===== config.mk =====
export PLATFORM = sky130hd
export DESIGN_NAME = can_fault_diag
export DESIGN_NICKNAME = d
export VERILOG_FILES = /design/src/rtl/fdiag_pkg.sv /design/src/rtl/fdiag_persist.sv /design/src/rtl/fdiag_local.sv /design/src/rtl/fdiag_busfail.sv /design/src/rtl/fdiag_errsel.sv /design/src/rtl/can_fault_diag.sv
export SDC_FILE = /design/constraint.sdc
export NUM_CORES = 1
export LEC_CHECK = 0
export ABC_CLOCK_PERIOD_IN_PS = 3550
export BUFFER_PORTS_ARGS = -buffer_cell sky130_fd_sc_hd__buf_2
export CAP_MARGIN = 20
export CORE_AREA = 2 2 108 84
export DETAILED_ROUTE_END_ITERATION = 10
export DIE_AREA = 0 0 110 86
export PLACE_DENSITY = 0.58
export REMOVE_ABC_BUFFERS = 1
export SLEW_MARGIN = 10
export SYNTH_ARGS = -nofsm -noshare
export SYNTH_HDL_FRONTEND = slang
export SYNTH_SLANG_ARGS = --single-unit

===== constraint.sdc =====
create_clock -name clk -period 3.55 [get_ports clk]
set_clock_uncertainty 0.2 [all_clocks]
set_input_delay 0.355 -clock clk [delete_from_list [all_inputs] [get_ports clk]]
set_output_delay 0.355 -clock clk [all_outputs]
set_load 0.01 [all_outputs]

===== src/rtl/fdiag_pkg.sv =====
package fdiag_pkg;

  typedef enum logic [2:0] {
    MD_SLEEP   = 3'd0,
    MD_STANDBY = 3'd1,
    MD_GOSLEEP = 3'd2,
    MD_LISTEN  = 3'd3,
    MD_NORMAL  = 3'd4
  } mode_e;

  // Modes in which local failures are recognised
  function automatic logic mode_active(input logic [2:0] m);
    return (m == MD_NORMAL) || (m == MD_LISTEN);
  endfunction

endpackage


===== src/rtl/fdiag_persist.sv =====
module fdiag_persist #(
  parameter int unsigned LIMIT = 8
) (
  input  logic clk,
  input  logic rst_n,
  input  logic cond_i,
  output logic hit_o
);

  localparam int unsigned CW = $clog2(LIMIT + 1);
  localparam logic [CW-1:0] LIM = CW'(LIMIT);

  logic [CW-1:0] cnt_q, cnt_d;

  always_comb begin
    if (!cond_i)          cnt_d = '0;
    else if (cnt_q == LIM) cnt_d = cnt_q;
    else                   cnt_d = cnt_q + 1'b1;
  end

  always_ff @(posedge clk or negedge rst_n) begin
    if (!rst_n) cnt_q <= '0;
    else        cnt_q <= cnt_d;
  end

  // Fires once the condition has held for LIMIT earlier edges as well
  assign hit_o = cond_i && (cnt_q == LIM);

  p_hit_history_r2: assert property (@(posedge clk) disable iff (!rst_n)
    hit_o |-> $past(cond_i));

  p_cnt_bound_r2: assert property (@(posedge clk) disable iff (!rst_n)
    cnt_q <= LIM);

endmodule


===== src/rtl/fdiag_local.sv =====
module fdiag_local #(
  parameter int unsigned TXD_TO_CYC    = 60000,
  parameter int unsigned RXD_CLAMP_CYC = 8,
  parameter int unsigned SHORT_CYC     = 8,
  parameter int unsigned BUS_TO_CYC    = 60000
) (
  input  logic clk,
  input  logic rst_n,
  input  logic txd_i,
  input  logic rxd_int_i,
  input  logic rxd_pin_i,
  input  logic bus_dom_i,
  input  logic overtemp_i,
  input  logic mode_ok_i,
  input  logic enter_norm_i,
  output logic local_fail_o,
  output logic tx_dis_o
);

  localparam int NDET = 4;
  localparam int unsigned LIMS [NDET] = '{TXD_TO_CYC, RXD_CLAMP_CYC, SHORT_CYC, BUS_TO_CYC};

  logic [NDET-1:0] conds;
  logic [NDET-1:0] hits;
  logic            hard_hit, present, set_c, clr_c;
  logic            lat_q, lat_d;

  // 0: TXD dominant time-out, 1: RXD clamped recessive,
  // 2: TXD-to-RXD short, 3: bus held dominant (not latched)
  assign conds[0] = !txd_i;
  assign conds[1] = bus_dom_i && rxd_pin_i;
  assign conds[2] = rxd_int_i && !rxd_pin_i;
  assign conds[3] = bus_dom_i;

  for (genvar g = 0; g < NDET; g++) begin : g_det
    fdiag_persist #(.LIMIT(LIMS[g])) u_det (
      .clk    (clk),
      .rst_n  (rst_n),
      .cond_i (conds[g]),
      .hit_o  (hits[g])
    );
  end

  assign hard_hit = hits[0] | hits[1] | hits[2] | overtemp_i;
  assign present  = hard_hit | hits[3];
  assign set_c    = mode_ok_i && hard_hit;
  assign clr_c    = (enter_norm_i || (!rxd_int_i && txd_i)) && !present;

  always_comb begin
    lat_d = lat_q;
    if (set_c)      lat_d = 1'b1;
    else if (clr_c) lat_d = 1'b0;
  end

  always_ff @(posedge clk or negedge rst_n) begin
    if (!rst_n) lat_q <= 1'b0;
    else        lat_q <= lat_d;
  end

  assign tx_dis_o     = lat_q;
  assign local_fail_o = lat_q | (mode_ok_i & hits[3]);

  p_overtemp_latch_r5: assert property (@(posedge clk) disable iff (!rst_n)
    (mode_ok_i && overtemp_i) |=> tx_dis_o);

  p_rise_needs_cause_r7: assert property (@(posedge clk) disable iff (!rst_n)
    $rose(lat_q) |-> $past(mode_ok_i && hard_hit));

  p_clear_blocked_r8: assert property (@(posedge clk) disable iff (!rst_n)
    (lat_q && present) |=> lat_q);

endmodule


===== src/rtl/fdiag_busfail.sv =====
module fdiag_busfail #(
  parameter int unsigned EDGE_LIMIT = 4
) (
  input  logic clk,
  input  logic rst_n,
  input  logic txd_i,
  input  logic bus_short_i,
  input  logic in_norm_i,
  input  logic enter_norm_i,
  output logic bus_fail_o,
  output logic edges_done_o
);

  localparam int unsigned EW = $clog2(EDGE_LIMIT + 1);
  localparam logic [EW-1:0] ELIM = EW'(EDGE_LIMIT);

  logic          txd_q;
  logic          rise;
  logic [EW-1:0] ecnt_q, ecnt_d;
  logic [EW-1:0] run_q, run_d;
  logic          seen_q, seen_d;
  logic          bfail_q, bfail_d;

  assign rise = txd_i && !txd_q;

  always_comb begin
    ecnt_d  = ecnt_q;
    run_d   = run_q;
    seen_d  = seen_q;
    bfail_d = bfail_q;
    if (enter_norm_i) begin
      ecnt_d  = '0;
      run_d   = '0;
      seen_d  = 1'b0;
      bfail_d = 1'b0;
    end else if (in_norm_i) begin
      if (rise) begin
        if (ecnt_q != ELIM) ecnt_d = ecnt_q + 1'b1;
        if (!seen_q)             run_d = '0;
        else if (run_q != ELIM)  run_d = run_q + 1'b1;
        seen_d = 1'b0;
        if (run_d == ELIM) bfail_d = 1'b1;
      end else if (!txd_i && bus_short_i) begin
        seen_d = 1'b1;
      end
    end
  end

  always_ff @(posedge clk or negedge rst_n) begin
    if (!rst_n) begin
      txd_q   <= 1'b1;
      ecnt_q  <= '0;
      run_q   <= '0;
      seen_q  <= 1'b0;
      bfail_q <= 1'b0;
    end else begin
      txd_q   <= txd_i;
      ecnt_q  <= ecnt_d;
      run_q   <= run_d;
      seen_q  <= seen_d;
      bfail_q <= bfail_d;
    end
  end

  assign bus_fail_o   = bfail_q;
  assign edges_done_o = (ecnt_q == ELIM);

  p_edge_bound_r10: assert property (@(posedge clk) disable iff (!rst_n)
    ecnt_q <= ELIM);

  p_entry_clears_r9: assert property (@(posedge clk) disable iff (!rst_n)
    enter_norm_i |=> (!bus_fail_o && ecnt_q == '0));

  p_bfail_in_normal_r9: assert property (@(posedge clk) disable iff (!rst_n)
    $rose(bfail_q) |-> $past(in_norm_i));

endmodule


===== src/rtl/fdiag_errsel.sv =====
module fdiag_errsel
  import fdiag_pkg::*;
(
  input  logic [2:0] mode_i,
  input  logic [2:0] prev_mode_i,
  input  logic       edges_done_i,
  input  logic       bus_fail_i,
  input  logic       local_fail_i,
  input  logic       wake_flag_i,
  input  logic       wake_src_i,
  input  logic       pwon_flag_i,
  output logic       err_n_o
);

  logic shown;

  always_comb begin
    if (mode_i == MD_NORMAL)
      shown = edges_done_i ? bus_fail_i : wake_src_i;
    else if (mode_i == MD_LISTEN)
      shown = (prev_mode_i == MD_NORMAL) ? local_fail_i : pwon_flag_i;
    else
      shown = wake_flag_i;
  end

  assign err_n_o = !shown;

endmodule


===== src/rtl/can_fault_diag.sv =====
module can_fault_diag
  import fdiag_pkg::*;
#(
  parameter int unsigned TXD_TO_CYC    = 60000,
  parameter int unsigned RXD_CLAMP_CYC = 8,
  parameter int unsigned SHORT_CYC     = 8,
  parameter int unsigned BUS_TO_CYC    = 60000,
  parameter int unsigned EDGE_LIMIT    = 4
) (
  input  logic       clk,
  input  logic       rst_n,
  input  logic       txd_i,
  input  logic       rxd_int_i,
  input  logic       rxd_pin_i,
  input  logic       bus_dom_i,
  input  logic       bus_short_i,
  input  logic       overtemp_i,
  input  logic [2:0] mode_i,
  input  logic [2:0] prev_mode_i,
  input  logic       wake_flag_i,
  input  logic       wake_src_i,
  input  logic       pwon_flag_i,
  output logic       local_fail_o,
  output logic       bus_fail_o,
  output logic       tx_disable_o,
  output logic       err_n_o
);

  logic [1:0] sync_q;
  logic       rst_sn;
  logic [2:0] mode_q;
  logic       in_norm, enter_norm, mode_ok;
  logic       edges_done;
  logic       local_fail, bus_fail;

  // Reset asserts at once and is released two edges later
  always_ff @(posedge clk or negedge rst_n) begin
    if (!rst_n) sync_q <= '0;
    else        sync_q <= {sync_q[0], 1'b1};
  end
  assign rst_sn = sync_q[1];

  always_ff @(posedge clk or negedge rst_sn) begin
    if (!rst_sn) mode_q <= MD_SLEEP;
    else         mode_q <= mode_i;
  end

  assign in_norm    = (mode_i == MD_NORMAL);
  assign enter_norm = in_norm && (mode_q != MD_NORMAL);
  assign mode_ok    = mode_active(mode_i);

  fdiag_local #(
    .TXD_TO_CYC    (TXD_TO_CYC),
    .RXD_CLAMP_CYC (RXD_CLAMP_CYC),
    .SHORT_CYC     (SHORT_CYC),
    .BUS_TO_CYC    (BUS_TO_CYC)
  ) u_local (
    .clk          (clk),
    .rst_n        (rst_sn),
    .txd_i        (txd_i),
    .rxd_int_i    (rxd_int_i),
    .rxd_pin_i    (rxd_pin_i),
    .bus_dom_i    (bus_dom_i),
    .overtemp_i   (overtemp_i),
    .mode_ok_i    (mode_ok),
    .enter_norm_i (enter_norm),
    .local_fail_o (local_fail),
    .tx_dis_o     (tx_disable_o)
  );

  fdiag_busfail #(.EDGE_LIMIT(EDGE_LIMIT)) u_bus (
    .clk          (clk),
    .rst_n        (rst_sn),
    .txd_i        (txd_i),
    .bus_short_i  (bus_short_i),
    .in_norm_i    (in_norm),
    .enter_norm_i (enter_norm),
    .bus_fail_o   (bus_fail),
    .edges_done_o (edges_done)
  );

  fdiag_errsel u_err (
    .mode_i       (mode_i),
    .prev_mode_i  (prev_mode_i),
    .edges_done_i (edges_done),
    .bus_fail_i   (bus_fail),
    .local_fail_i (local_fail),
    .wake_flag_i  (wake_flag_i),
    .wake_src_i   (wake_src_i),
    .pwon_flag_i  (pwon_flag_i),
    .err_n_o      (err_n_o)
  );

  assign local_fail_o = local_fail;
  assign bus_fail_o   = bus_fail;

endmodule


**Word-level counts from Yosys, hierarchy flattened**

Cells that the tools add are included.
W data, S select, Z words.

- Input port bits: 17
- Flip-flop bits (word level): 55
- Memories kept: 0
- ROM bits: 0
- Output and inout bits: 4
- Word-level logic and storage cells: 104
- Memory bits (writable): 0
- Latch bits: 0

- Mux-type cells: 34
- Multipliers: 0
- Shifts and indexed selects: 0
- $add $sub $neg: 6
- $lt $le $gt $ge: 0
- Equal/unequal tests: 16
- Reductions and logical operators: 30
- Bitwise operators: 6
- Div/mod/pow operators: 0

Operators with widths:

| cell | number |
|---|---|
| $mux W16 | 4 |
| $mux W3 | 12 |
| $add A16 B1 Y16 const B | 2 |
| $eq A16 B16 Y1 const B | 2 |
| $mux W4 | 4 |
| $mux W1 | 14 |
| $eq A3 B3 Y1 const B | 4 |
| $logic_and A1 B1 Y1 | 12 |
| $reduce_bool A2 Y1 | 5 |
| $ne A3 B3 Y1 const B | 3 |
| $add A4 B1 Y4 const B | 2 |
| $eq A4 B4 Y1 const B | 2 |
| $ne A2 B2 Y1 const B | 4 |
| $add A3 B1 Y3 const B | 2 |
| $logic_not A1 Y1 | 6 |
| $reduce_and A3 Y1 | 2 |
| $or A1 B1 Y1 | 5 |
| $reduce_and A2 Y1 | 2 |
| $eq A3 B2 Y1 const B | 1 |
| $reduce_bool A3 Y1 | 1 |
| $logic_or A1 B1 Y1 | 2 |
| $and A1 B1 Y1 | 1 |

**Depth between registers and ports, before layout**

- Word-level depth: 11
- Gate-level depth with buffers: 6
- Gate-level depth less buffers: 6

**Hierarchy**

A second synthesis with hierarchy kept.

- Cells, all modules: 306
- Area, all modules: 3111.7 um^2

By module, submodules not included:

| module | area each (um^2) | instances | cells each |
|---|---|---|---|
| fdiag_persist (u_local.g_det[0].u_det ...) | 900.9 | 2 | 88 |
| fdiag_busfail | 526.8 | 1 | 54 |
| fdiag_persist (u_local.g_det[1].u_det ...) | 221.5 | 2 | 21 |
| can_fault_diag | 162.7 | 1 | 12 |
| fdiag_local | 98.8 | 1 | 12 |
| fdiag_errsel | 78.8 | 1 | 10 |

**Least setup slack after synthesis**

OpenSTA, ideal clock, no wires.

- Path kind: register -> output
- Start: register u_local.g_det[3].u_det.cnt_q[0]
- End: output err_n_o
- Required time: 2.995 ns
- Path buffers: 0
- Cell stages (with the launch flop): 7
- Slack: 1.646 ns
- Arrival time: 1.349 ns
- Path through: dfrtp_1 inv_1 ha_1 nor4bb_1 nand4_1 o21ai_0 nand3_1

- Longest elaborated chain between the ends: 8

RTL lines:

| element | line | source |
|---|---|---|
| start, declared | fdiag_persist.sv:13 | `logic [CW-1:0] cnt_q, cnt_d;` |
| start signal, assigned | fdiag_persist.sv:23 | `else cnt_q <= cnt_d;` |
| $eq A16 B16 Y1 | fdiag_persist.sv:27 | `assign hit_o = cond_i && (cnt_q == LIM);` |
| $logic_and A1 B1 Y1 | fdiag_persist.sv:27 |  |
| $and A1 B1 Y1 | fdiag_local.sv:61 | `assign local_fail_o = lat_q \| (mode_ok_i & hits[3]);` |
| $or A1 B1 Y1 | fdiag_local.sv:61 |  |
| $mux W1 | fdiag_errsel.sv:21 | `shown = (prev_mode_i == MD_NORMAL) ? local_fail_i : pwon_flag_i;` |
| $mux W1 | fdiag_errsel.sv:20 | `else if (mode_i == MD_LISTEN)` |
| $mux W1 | fdiag_errsel.sv:18 | `if (mode_i == MD_NORMAL)` |
| $logic_not A1 Y1 | fdiag_errsel.sv:26 | `assign err_n_o = !shown;` |
| end, declared | can_fault_diag.sv:26 | `output logic err_n_o` |

No other way between the ends.

**Worst setup path after layout**

- Start: input mode_i[0]
- End: output err_n_o

- Longest elaborated chain between the ends: 8
- Elaborated cells on any way between the ends: 9
- Those cells by class: eq/ne (2); mux (3); bitwise (2); reduce/logical (2)

RTL lines:

| element | line | source |
|---|---|---|
| start, declared | can_fault_diag.sv:18 | `input logic [2:0] mode_i,` |
| $eq A3 B3 Y1 or $eq A3 B2 Y1 (tied branches) | fdiag_pkg.sv:13, fdiag_errsel.sv:18, fdiag_errsel.sv:20 |  |
| $logic_or A1 B1 Y1 | fdiag_pkg.sv:13 | `return (m == MD_NORMAL) \|\| (m == MD_LISTEN);` |
| $and A1 B1 Y1 | fdiag_local.sv:61 |  |
| $or A1 B1 Y1 | fdiag_local.sv:61 |  |
| $mux W1 | fdiag_errsel.sv:21 |  |
| $mux W1 | fdiag_errsel.sv:20 |  |
| $mux W1 (*) | fdiag_errsel.sv:18 |  |
| $logic_not A1 Y1 (*) | fdiag_errsel.sv:26 |  |

Every way passes the cells marked *; elsewhere a longest branch is shown, timed or not.

==> summary.md <==
| Metric | Value |
|---|---|
| Syn Inst Count | `~290` |
| Worst flop-to-flop path startpoint | `u_local.g_det[0].u_det.cnt_q[12]` |
| Post-synthesis register bit count | `55` |
| Residual DRC | `0` |
| Initial antenna violation count | `0` |
| RSZ-0062 raised after global routing | `no` |
| FF-to-FF End | `u_local.g_det[0].u_det.cnt_q[1]` |
| CTS tree | `yes` |
| Core box area | `~8300 um^2` |
| Critical path class | `in2out` |
| Clk sinks | `55` |
| Mapped Area | `roughly 2900 um^2` |
| Slew @ Worst Pin | `0.505 ns` |
| Final hold violations | `4` |
| Synth Warn # | `0` |
| Area growth, synth to finish | `14.1%` |
| Multi-input gate area | `approximately 1400 um^2` |
| Period minus WS final | `2.68 ns` |
| Violated checks | `hold timing` |
| Req. time, crit path | `around 3.0 ns` |
| Status | `complete, but fails checks` |
| Slew Limit Fails | `0` |
| First-pass GRT wire length | `about 9700 um` |
| CP endpoint kind | `primary output` |
| Layout net count | `around 350` |
| Port Buffers | `20` |
| Top post-synthesis cells by count | `54 x dfrtp_1, 41 x nor2_1, 19 x nand3_1, 18 x nand2_1, 18 x xor2_1` |
| Rows | `29` |
| Reg2Reg Setup Slack | `about 1.6 ns` |
| FF+latch area | `roughly 1400 um^2` |
| Clk_lat worst skew | `around 0.31 ns` |
| Antenna Cells | `0` |
| Total track usage | `0.129` |
| Fin Setup TNS | `0 ns` |
| Die area | `9460 um^2` |
| DR iter-0 viols | `90` |
| Period utilisation layout | `0.756` |
| Int Power | `between 0.9 and 1 mW` |
| Fill cells | `804` |
| Largest net degree at the start of global routing | `between 40 and 50` |
| Die W | `between 100 and 150 um` |
| WL/cell | `13.3 um` |
| Most used standard cell by instance count after synthesis | `dfrtp_1` |
| Area leader, netlist | `dfrtp_1` |
| DR vias | `2089` |
| Crit start category | `primary input` |
| Top cell type's share of synthesized area | `0.470` |
| Seq pwr share | `0.531` |
| Final core occ | `0.395` |
| Max-slew headroom | `0.661` |
| Clk pin slew, worst setup/hold paths | `around 0.10 ns` |
| CP max FO | `4` |
| Unique masters post-synth | `53` |
| Highest clock rate | `373 MHz` |
| Hold/Removal Path Class | `reg2async` |
| Switching share of power | `0.225` |
| Drt pass-1 iters | `4` |
| Chip Height | `86 um` |
| Max cap viols | `0` |
| # H-tree levels | `2` |
| Peak supply drop | `~220 uV` |
| Post-route ant nets | `0` |
| Max Root-Sink Buffers | `2` |
| Comb pwr share | `0.084` |
| Leak Pwr | `approximately 1.4 nW` |
| Aggregate global routing overflow | `0` |
| Top FF cell, synth | `dfrtp_1` |
| Number of global-route vias before repair | `approximately 2000` |
| R2R cell count | `4` |
| Number of post-CTS setup repair buffers | `0` |
| Async S/R FF share, synth | `1.00` |
| DR vias/cell | `between 4 and 5` |
| Post-synth EDFFs | `0` |
| Synth Area per Inst | `approximately 9.9 um^2` |
| Detailed placement HPWL | `4030 um` |
| CTS Buf Count | `5` |
| Crit path DAT | `approximately 2.1 ns` |
| Clock power frac | `0.386` |
| Post-synthesis sequential area ratio | `0.479` |
| Starting Density | `0.346` |
| Final WL | `5690 um` |
| Post-cts sizing count | `0` |
| GPL Wtd Cong | `roughly 0.8` |
| Psw | `0.282 mW` |
| P per Cell Area | `between 300 and 400 nW/um^2` |
| Root buffer cell | `clkbuf_8` |
| Setup violators final | `0` |
| WHS | `-0.00789 ns` |
| IO Count | `21` |
| Top post-synthesis cells by area | `dfrtp_1 47%, xor2_1 5.5%, nor2_1 5.4%` |
| Share of cells above drive strength 1 | `0.119` |
## logic make-up after synthesis
logic type	count (synthesis)	synth area share
simple gates	128	0.246
flops	55	0.479
compound gates	39	0.0836
xor+xnor	27	0.0823
buf+inv	20	0.0305
fa+ha+maj	12	0.0522
mux	7	0.0244
other cells	1	0.00130
## worst max-delay path by stage
stage / startpoint / to / cells past startpoint
after global routing: u_local.g_det[3].u_det.cnt_q[1] / err_n_o / 7
after floorplan: u_local.g_det[3].u_det.cnt_q[0] / err_n_o / 6
after global placement: u_local.g_det[3].u_det.cnt_q[0] / err_n_o / 7
final: mode_i[0] / err_n_o / 7
after CTS: mode_i[0] / err_n_o / 7
after detailed placement: u_local.g_det[3].u_det.cnt_q[0] / err_n_o / 7
## worst max-delay path, cell delays in order
cell and delay [ns]:
dlygate4sd3_1 0.53, buf_2 0.14, or3b_2 0.50, nand2_1 0.17
a2bb2oi_1 0.19, nand3_1 0.10, buf_2 0.15
## registers in the layout (all words and copies together) (netlist names)
register                   cells
u_bus.run_q                    3
u_bus.bus_fail_o               1
u_bus.seen_q                   1
u_local.tx_dis_o               1
mode_q                         3
u_bus.txd_q                    1
u_local.g_det.u_det.cnt_q     40
u_bus.ecnt_q                   3
sync_q                         2
## layout by cell type, fill, tap and decap left out, types with 2 or more instances in the layout
cell type,count
a21oi_1,17
a31oi_1,2
and3_1,4
and4_1,6
buf_2,20
bufinv_16,2
clkbuf_8,5
dfrtp_1,53
dlygate4sd3_1,4
ha_1,12
inv_1,14
mux2i_1,7
nand2_1,18
nand2b_1,3
nand3_1,19
nand3b_1,5
nand4_1,6
nor2_1,41
nor2b_1,2
nor3b_1,2
nor4bb_1,3
o21ai_0,6
o22ai_1,2
o31ai_1,2
or3_1,4
or3b_2,2
or4_1,2
xnor2_1,9
xor2_1,18
## layer usage
layer,wire (um),global-route usage,part of all wire
met5,0,0,0
met4,54,0.0311,0.0095
met1,3140,0.189,0.55
met3,174,0.0258,0.031
met2,2320,0.195,0.41
## what timing repair did
action,in CTS,in global routing
hold endpoints to repair,5,0
hold buffers,4,0
endpoints found under the setup margin,0,0
## through the flow
step / hold WS, ns / std cells / area [um^2] / setup slack, ns / total power [mW]
5_1_grt: 0.0421 / 426 / 3280 / 0.742 / 1.32
4_1_cts: 0.0934 / 425 / 3260 / 0.840 / 1.28
2_1_floorplan: -0.141 / 284 / 2840 / 1.65 / 0.736
3_3_place_gp: -0.0588 / 413 / 3090 / 1.44 / 0.776
6_report: -0.00789 / 426 / 3280 / 0.866 / 1.25
3_5_place_dp: -0.0568 / 413 / 3090 / 1.35 / 0.779
## area by class of cell
type	count	share of cell area
Clock buffer	6	0.0221
Multi-Input combinational cell	214	0.430
Sequential cell	55	0.420
Inverter	15	0.0172
Clock inverter	2	0.0183
Timing Repair Buffer	26	0.0511
Tap cell	108	0.0412
## power by group through the flow
stage / combinational, mW / clock [mW] / sequential (mW)
floorplan: 0.0566 / 0 / 0.679
global placement: 0.0929 / 0 / 0.684
detailed placement: 0.0945 / 0 / 0.684
CTS: 0.0987 / 0.506 / 0.672
finish: 0.105 / 0.484 / 0.666
global route: 0.120 / 0.530 / 0.670
No activity file was read; power rests on OpenSTA's default activity.
